==> config.mk <==
export PLATFORM = sky130hd
export DESIGN_NAME = freq_gate_core
export DESIGN_NICKNAME = d
export VERILOG_FILES = /design/src/rtl/fgc_pkg.sv /design/src/rtl/fgc_timebase.sv /design/src/rtl/fgc_edge_counter.sv /design/src/rtl/fgc_gate_fsm.sv /design/src/rtl/freq_gate_core.sv
export SDC_FILE = /design/constraint.sdc
export NUM_CORES = 1
export LEC_CHECK = 0
export BUFFER_PORTS_ARGS = -buffer_cell sky130_fd_sc_hd__buf_2
export CAP_MARGIN = 20
export CORE_MARGIN = 2
export CORE_UTILIZATION = 60
export DETAILED_ROUTE_END_ITERATION = 8
export PLACE_DENSITY_LB_ADDON = 0.15
export SLEW_MARGIN = 20
export SYNTH_ARGS = -nofsm -noshare
export SYNTH_HDL_FRONTEND = slang
export SYNTH_HIERARCHICAL = 1
export SYNTH_SLANG_ARGS = --single-unit
==> constraint.sdc <==
create_clock -name clk -period 3.55 [get_ports clk]
set_clock_uncertainty 0.15 [all_clocks]
set_input_delay 0.1775 -clock clk [delete_from_list [all_inputs] [get_ports clk]]
set_output_delay 0.1775 -clock clk [all_outputs]
set_load 0.02 [all_outputs]
==> src/rtl/fgc_pkg.sv <==
package fgc_pkg;

    typedef enum logic [1:0] {
        S_IDLE = 2'd0,
        S_GATE = 2'd1,
        S_WAIT = 2'd2
    } gate_state_e;

    typedef struct packed {
        logic       pre;
        logic [1:0] sel;
    } gate_cfg_t;

endpackage

==> src/rtl/fgc_timebase.sv <==
module fgc_timebase #(
    parameter int unsigned CLK_PER_TICK = 2000
) (
    input  logic clk,
    input  logic rst_n,
    output logic tick
);
    localparam int unsigned CW = (CLK_PER_TICK > 1) ? $clog2(CLK_PER_TICK) : 1;
    localparam logic [CW-1:0] LAST = CW'(CLK_PER_TICK - 1);

    logic [CW-1:0] div_q;

    assign tick = (div_q == LAST);

    always_ff @(posedge clk or negedge rst_n) begin
        if (!rst_n) begin
            div_q <= '0;
        end else if (tick) begin
            div_q <= '0;
        end else begin
            div_q <= div_q + 1'b1;
        end
    end
endmodule

==> src/rtl/fgc_edge_counter.sv <==
module fgc_edge_counter #(
    parameter int unsigned FAST_W    = 4,
    parameter int unsigned MID_W     = 16,
    parameter int unsigned EXT_BYTES = 2,
    parameter int unsigned OUT_W     = 32
) (
    input  logic             clk,
    input  logic             rst_n,
    input  logic             en_j,
    input  logic             en_kn,
    input  logic             edge_in,
    input  logic             poll,
    output logic [OUT_W-1:0] count_now
);
    localparam int unsigned EXT_W = 8 * EXT_BYTES;

    logic [FAST_W-1:0]    fast_q;
    logic [MID_W-1:0]     mid_q;
    logic                 ovf_q;
    logic                 step;
    logic                 fast_carry;
    logic                 mid_wrap;
    logic [EXT_BYTES-1:0] carry;
    logic [EXT_W-1:0]     ext_flat;
    logic [EXT_W-1:0]     ext_sum;

    // J high with inverted K low means toggle; any other pair holds
    assign step       = en_j & ~en_kn & edge_in;
    assign fast_carry = step & (&fast_q);
    assign mid_wrap   = fast_carry & (&mid_q);

    always_ff @(posedge clk or negedge rst_n) begin
        if (!rst_n) begin
            fast_q <= '0;
        end else if (step) begin
            fast_q <= fast_q + 1'b1;
        end
    end

    always_ff @(posedge clk or negedge rst_n) begin
        if (!rst_n) begin
            mid_q <= '0;
        end else if (fast_carry) begin
            mid_q <= mid_q + 1'b1;
        end
    end

    // sticky wrap flag, cleared only by the tick poll
    always_ff @(posedge clk or negedge rst_n) begin
        if (!rst_n) begin
            ovf_q <= 1'b0;
        end else begin
            ovf_q <= mid_wrap | (ovf_q & ~poll);
        end
    end

    assign carry[0] = poll & ovf_q;

    for (genvar b = 0; b < EXT_BYTES; b++) begin : g_ext
        logic [7:0] byte_q;

        always_ff @(posedge clk or negedge rst_n) begin
            if (!rst_n) begin
                byte_q <= '0;
            end else if (carry[b]) begin
                byte_q <= byte_q + 1'b1;
            end
        end

        assign ext_flat[8*b +: 8] = byte_q;

        if (b < EXT_BYTES - 1) begin : g_ripple
            assign carry[b+1] = carry[b] & (&byte_q);
        end
    end

    // a pending, not yet polled wrap is folded into the sampled value
    assign ext_sum   = ext_flat + EXT_W'(ovf_q);
    assign count_now = OUT_W'({ext_sum, mid_q, fast_q});
endmodule

==> src/rtl/fgc_gate_fsm.sv <==
module fgc_gate_fsm
    import fgc_pkg::*;
#(
    parameter int unsigned CNT_W    = 32,
    parameter int unsigned DIR_LEN0 = 1000,
    parameter int unsigned DIR_LEN1 = 10000,
    parameter int unsigned DIR_LEN2 = 100000,
    parameter int unsigned PRE_LEN0 = 640,
    parameter int unsigned PRE_LEN1 = 6400,
    parameter int unsigned PRE_LEN2 = 64000
) (
    input  logic             clk,
    input  logic             rst_n,
    input  logic             tick,
    input  gate_cfg_t        cfg_in,
    input  logic [CNT_W-1:0] count_now,
    output logic             en_j,
    output logic             en_kn,
    output logic [CNT_W-1:0] result,
    output logic             valid
);
    localparam int unsigned MAX_D   = (DIR_LEN0 > DIR_LEN1) ?
                                      ((DIR_LEN0 > DIR_LEN2) ? DIR_LEN0 : DIR_LEN2) :
                                      ((DIR_LEN1 > DIR_LEN2) ? DIR_LEN1 : DIR_LEN2);
    localparam int unsigned MAX_P   = (PRE_LEN0 > PRE_LEN1) ?
                                      ((PRE_LEN0 > PRE_LEN2) ? PRE_LEN0 : PRE_LEN2) :
                                      ((PRE_LEN1 > PRE_LEN2) ? PRE_LEN1 : PRE_LEN2);
    localparam int unsigned MAX_LEN = (MAX_D > MAX_P) ? MAX_D : MAX_P;
    localparam int unsigned TICK_W  = $clog2(MAX_LEN + 1);

    gate_state_e      state_q, state_d;
    gate_cfg_t        cfg_q;
    logic [TICK_W-1:0] tk_q;
    logic [TICK_W-1:0] gate_len;
    logic [CNT_W-1:0]  start_q;
    logic              cfg_changed;
    logic              last_tick;

    always_comb begin
        case ({cfg_q.pre, cfg_q.sel})
            3'b000:          gate_len = TICK_W'(DIR_LEN0);
            3'b001:          gate_len = TICK_W'(DIR_LEN1);
            3'b010, 3'b011:  gate_len = TICK_W'(DIR_LEN2);
            3'b100:          gate_len = TICK_W'(PRE_LEN0);
            3'b101:          gate_len = TICK_W'(PRE_LEN1);
            default:         gate_len = TICK_W'(PRE_LEN2);
        endcase
    end

    assign cfg_changed = (cfg_in != cfg_q);
    assign last_tick   = tick && (tk_q == gate_len - 1'b1);

    // next state: OPEN, CLOSE, ABORT, REOPEN
    always_comb begin
        state_d = state_q;
        unique case (state_q)
            S_IDLE:  if (tick) state_d = S_GATE;
            S_WAIT:  if (tick) state_d = S_GATE;
            S_GATE:  if (cfg_changed) state_d = S_WAIT;
            default: state_d = S_IDLE;
        endcase
    end

    always_ff @(posedge clk or negedge rst_n) begin
        if (!rst_n) begin
            state_q <= S_IDLE;
        end else begin
            state_q <= state_d;
        end
    end

    always_ff @(posedge clk or negedge rst_n) begin
        if (!rst_n) begin
            en_j    <= 1'b0;
            en_kn   <= 1'b1;
            valid   <= 1'b0;
            result  <= '0;
            start_q <= '0;
            cfg_q   <= '0;
            tk_q    <= '0;
        end else begin
            en_j  <= 1'b1;
            en_kn <= 1'b0;
            valid <= 1'b0;
            unique case (state_q)
                S_IDLE, S_WAIT: begin
                    if (tick) begin
                        start_q <= count_now;
                        cfg_q   <= cfg_in;
                        tk_q    <= '0;
                    end
                end
                S_GATE: begin
                    if (!cfg_changed && tick) begin
                        if (last_tick) begin
                            result  <= count_now - start_q;
                            valid   <= 1'b1;
                            start_q <= count_now;
                            tk_q    <= '0;
                        end else begin
                            tk_q <= tk_q + 1'b1;
                        end
                    end
                end
                default: ;
            endcase
        end
    end
endmodule

==> src/rtl/freq_gate_core.sv <==
module freq_gate_core
    import fgc_pkg::*;
#(
    parameter int unsigned CLK_PER_TICK = 2000,
    parameter int unsigned FAST_W       = 4,
    parameter int unsigned MID_W        = 16,
    parameter int unsigned EXT_BYTES    = 2,
    parameter int unsigned RES_W        = 32,
    parameter int unsigned DIR_LEN0     = 1000,
    parameter int unsigned DIR_LEN1     = 10000,
    parameter int unsigned DIR_LEN2     = 100000,
    parameter int unsigned PRE_LEN0     = 640,
    parameter int unsigned PRE_LEN1     = 6400,
    parameter int unsigned PRE_LEN2     = 64000
) (
    input  logic             clk,
    input  logic             rst_n,
    input  logic             edge_in,
    input  logic [1:0]       res_sel,
    input  logic             pre_mode,
    output logic [RES_W-1:0] result,
    output logic             result_valid
);
    logic             tick;
    logic             cnt_j;
    logic             cnt_kn;
    logic [RES_W-1:0] count_now;
    gate_cfg_t        cfg_in;

    assign cfg_in.pre = pre_mode;
    assign cfg_in.sel = res_sel;

    fgc_timebase #(
        .CLK_PER_TICK(CLK_PER_TICK)
    ) u_tb (
        .clk  (clk),
        .rst_n(rst_n),
        .tick (tick)
    );

    fgc_edge_counter #(
        .FAST_W   (FAST_W),
        .MID_W    (MID_W),
        .EXT_BYTES(EXT_BYTES),
        .OUT_W    (RES_W)
    ) u_cnt (
        .clk      (clk),
        .rst_n    (rst_n),
        .en_j     (cnt_j),
        .en_kn    (cnt_kn),
        .edge_in  (edge_in),
        .poll     (tick),
        .count_now(count_now)
    );

    fgc_gate_fsm #(
        .CNT_W   (RES_W),
        .DIR_LEN0(DIR_LEN0),
        .DIR_LEN1(DIR_LEN1),
        .DIR_LEN2(DIR_LEN2),
        .PRE_LEN0(PRE_LEN0),
        .PRE_LEN1(PRE_LEN1),
        .PRE_LEN2(PRE_LEN2)
    ) u_fsm (
        .clk      (clk),
        .rst_n    (rst_n),
        .tick     (tick),
        .cfg_in   (cfg_in),
        .count_now(count_now),
        .en_j     (cnt_j),
        .en_kn    (cnt_kn),
        .result   (result),
        .valid    (result_valid)
    );
endmodule

==> results.sh <==
export IMPL_outcome="finished clean"
export IMPL_crit_type="reg -> reg"
export IMPL_antenna_found_initial=0
export IMPL_synthFlopType="dfrtp_1"
export IMPL_grt_pass1_wl_mm=29.15
export IMPL_io_pins=39
export IMPL_grt_pass1_vias=6032
export IMPL_clock_latency_ns=0.43
export IMPL_fillerInstances=1025
export IMPL_clk_path_buf_depth=2
export IMPL_r2r_end="u_fsm/start_q[4]$_DFFE_PN0P_"
export IMPL_grtUsageMet2=0.4308
export IMPL_worst_ep_required_time_ns=3.70
export IMPL_worst_path_buf_inv=1
export IMPL_synthesis_nets=848
export IMPL_layout_drive_gt1_share=0.1780
export IMPL_nets=899
export IMPL_ant_nets=0
export IMPL_crit_path_top_delay_cell="dfrtp_1"
export IMPL_regToRegStartpoint="u_fsm/cfg_q[2]$_DFFE_PN0P_"
export IMPL_rrSetupSlack_ns=0.16
export IMPL_die_x_um=119.9
export IMPL_cts_root_buf="clkbuf_16"
export IMPL_drtIter0Drc=372
export IMPL_fin_crit_sh=0.9546
export IMPL_crit_fanout=16
export IMPL_core_area_sq_mm=0.01319
export IMPL_cp_end_kind="register"
export IMPL_final_common_cell="dfrtp_1"
export IMPL_p_per_area_mw_per_mm2=467.2
export IMPL_r2r_cells=11
export IMPL_floorplan_die_area_sq_mm=0.01439
export IMPL_synthArstFlopShare=1.000
export IMPL_cts_sinks=133
export IMPL_yosysWarnings=6
export IMPL_synthCells=801
export IMPL_port_buffers=38
export IMPL_antenna_cells=0
export IMPL_finalMaxSlewViolations=0
export IMPL_cts_buffers=17
export IMPL_avgRoutedWirePerCell_um=16.75
export IMPL_clk_pin_slew_worst_paths_ns=0.05
export IMPL_irDropWorstVdd_mv=0.3849
export IMPL_synth_edf_count=0
export IMPL_synth_seq_cells=133
export IMPL_use_met1=0.3194
export IMPL_cp_top_family="simple AND/OR/NAND/NOR gates"
export IMPL_fin_crit_ns=3.389
export IMPL_setup_violations=0
export IMPL_p_leak_nw=4.453
export IMPL_syn2layout_area_growth_pct=12.89
export IMPL_maxCapViolations=0
export IMPL_min_path_type="in -> async"
export IMPL_cp_arrival_ns=3.54
export IMPL_syn_cell_area_sq_mm=0.008065
export IMPL_drtPass1Iterations=5
export IMPL_grt_ovfl_total=0
export IMPL_initial_utilization=0.6115
export IMPL_fin_cells=1041
export IMPL_top_usage_layer="met2"
export IMPL_place_congestion=0.9195
export IMPL_crit_chain="or3_1 > ha_1 > and2_1 > o211a_1 > a2111oi_1 > and3_4 > nand4_2 > and2b_4 > nor2_8 > buf_12 > mux2_2"
export IMPL_tightest_slew_ns=0.6126
export IMPL_power_mw=4.254
export IMPL_rows=42
export IMPL_maxSlewHeadroom=0.5897
export IMPL_cts_setup_buffers=0
export IMPL_max_stage_delay_ns=0.43
export IMPL_h_tree_depth=4
export IMPL_final_hold_viol_count=0
export IMPL_grt_max_degree=67
export IMPL_fp_dieH_um=119.9
export IMPL_vias=6068
export IMPL_dp_cells=1003
export IMPL_fmax_mhz=295.1
export IMPL_final_util=0.6903
export IMPL_use_met3=0.05798
export IMPL_syn_avg_cell_area_sq_um=10.07
export IMPL_ys_types=87
export IMPL_drt_total_wl_mm=17.44
export IMPL_vias_per_cell=5.829
export IMPL_hpwl_mm=12.03
export IMPL_start_kind="register"
export IMPL_drc=0
export IMPL_ys_seq_area_frac=0.4128
export IMPL_most_common_layout_cells="dfrtp_1, nand2_1, inv_1"
export IMPL_track_usage=0.2566
export IMPL_cts_tree="done"
## worst max-delay path by stage
stage | from | end | slack [ns] | cells after the start
floorplan | u_tb/div_q[0]$_DFF_PN0_ | u_fsm/start_q[10]$_DFFE_PN0P_ | 0.32 | 11
global placement | u_fsm/cfg_q[2]$_DFFE_PN0P_ | u_fsm/start_q[5]$_DFFE_PN0P_ | 0.22 | 11
detailed placement | u_fsm/cfg_q[2]$_DFFE_PN0P_ | u_fsm/start_q[4]$_DFFE_PN0P_ | 0.15 | 11
CTS | u_fsm/cfg_q[2]$_DFFE_PN0P_ | u_fsm/start_q[4]$_DFFE_PN0P_ | 0.12 | 11
global route | u_fsm/cfg_q[2]$_DFFE_PN0P_ | u_fsm/start_q[3]$_DFFE_PN0P_ | -0.01 | 11
finish | u_fsm/cfg_q[2]$_DFFE_PN0P_ | u_fsm/start_q[4]$_DFFE_PN0P_ | 0.16 | 11
## cell families after synthesis
family / count (synthesis) / synth area share
AOI/OAI and AO/OA: 160 / 0.1303
xor gates and xnor gates: 88 / 0.09556
adders and majority gates: 41 / 0.06454
buffers and inverters: 77 / 0.04995
DFF: 133 / 0.4128
muxes: 43 / 0.07152
other: 2 / 0.0009312
and+or+nand+nor: 257 / 0.1744
## cells in the mapped netlist, drive strengths merged (19+ instances only)
cell type,number,share of area
a21oi,38,0.025
dfrtp,132,0.41
ha,40,0.062
inv,51,0.024
mux2,39,0.067
nand2,91,0.042
nand3,31,0.020
nand4,19,0.019
nor2,50,0.025
o21ai,52,0.032
xnor2,44,0.048
xor2,44,0.048
## layer usage
layer | routed length, um | vias to the layer above
met4 | 515 | 0
li1 | - | 2904
met5 | 0 | -
met3 | 713 | 39
met2 | 8527 | 172
met1 | 7682 | 2953
## sequential cells by signal, summed over array words and instances (netlist names), 2 cells and up
register,cells
u_tb/div_q,11
u_fsm/cfg_q,3
u_fsm/state_q,2
u_cnt/mid_q,16
u_cnt/fast_q,4
u_fsm/tk_q,17
u_cnt/g_ext.byte_q,12
u_fsm/start_q,32
u_fsm/result,32
## cell type report
class,instances,area (sq um),area share
flip-flops and latches,133,3329,0.3657
repair buffers,58,397.9,0.04370
multi-input cells,591,4344,0.4771
well taps,176,220.2,0.02419
clock inverters,8,120.1,0.01319
clock buffers,24,501.7,0.05511
inverters,51,191.4,0.02103
## per-stage QoR
| step | TNS [ns] | setup slack (ns) | hold WS [ns] | area (sq um) |
|---|---|---|---|---|
| final | 0 | 0.1613 | 0.1515 | 9105 |
| after global routing | -0.02980 | -0.01237 | 0.1942 | 9105 |
| after CTS | 0 | 0.1169 | 0.1663 | 9074 |
| after detailed placement | 0 | 0.1513 | 0.07323 | 8402 |
| after global placement | 0 | 0.2176 | 0.06757 | 8402 |
| after floorplan | 0 | 0.3163 | -0.2681 | 8065 |
## worst register-to-register path: stages, from the launching register on
cell,delay [ns]
dfrtp_1,0.43
or3_1,0.42
ha_1,0.27
and2_1,0.16
o211a_1,0.23
a2111oi_1,0.30
and3_4,0.26
nand4_2,0.11
and2b_4,0.23
nor2_8,0.15
buf_12,0.20
mux2_2,0.36
## timing repair
item	in CTS	in global routing
hold buffers	5	0
endpoints found under the hold margin	45	0
resized for setup	0	3
endpoints found under the setup margin	0	32
## report_power, final
| group | switching (mW) | total, mW | internal, mW | leakage (nW) |
|---|---|---|---|---|
| combinational | 0.490 | 0.826 | 0.336 | 2.34 |
| sequential | 0.0472 | 1.59 | 1.55 | 1.81 |
| clock | 0.639 | 1.83 | 1.19 | 0.302 |
(Power assumes the default switching activity.)
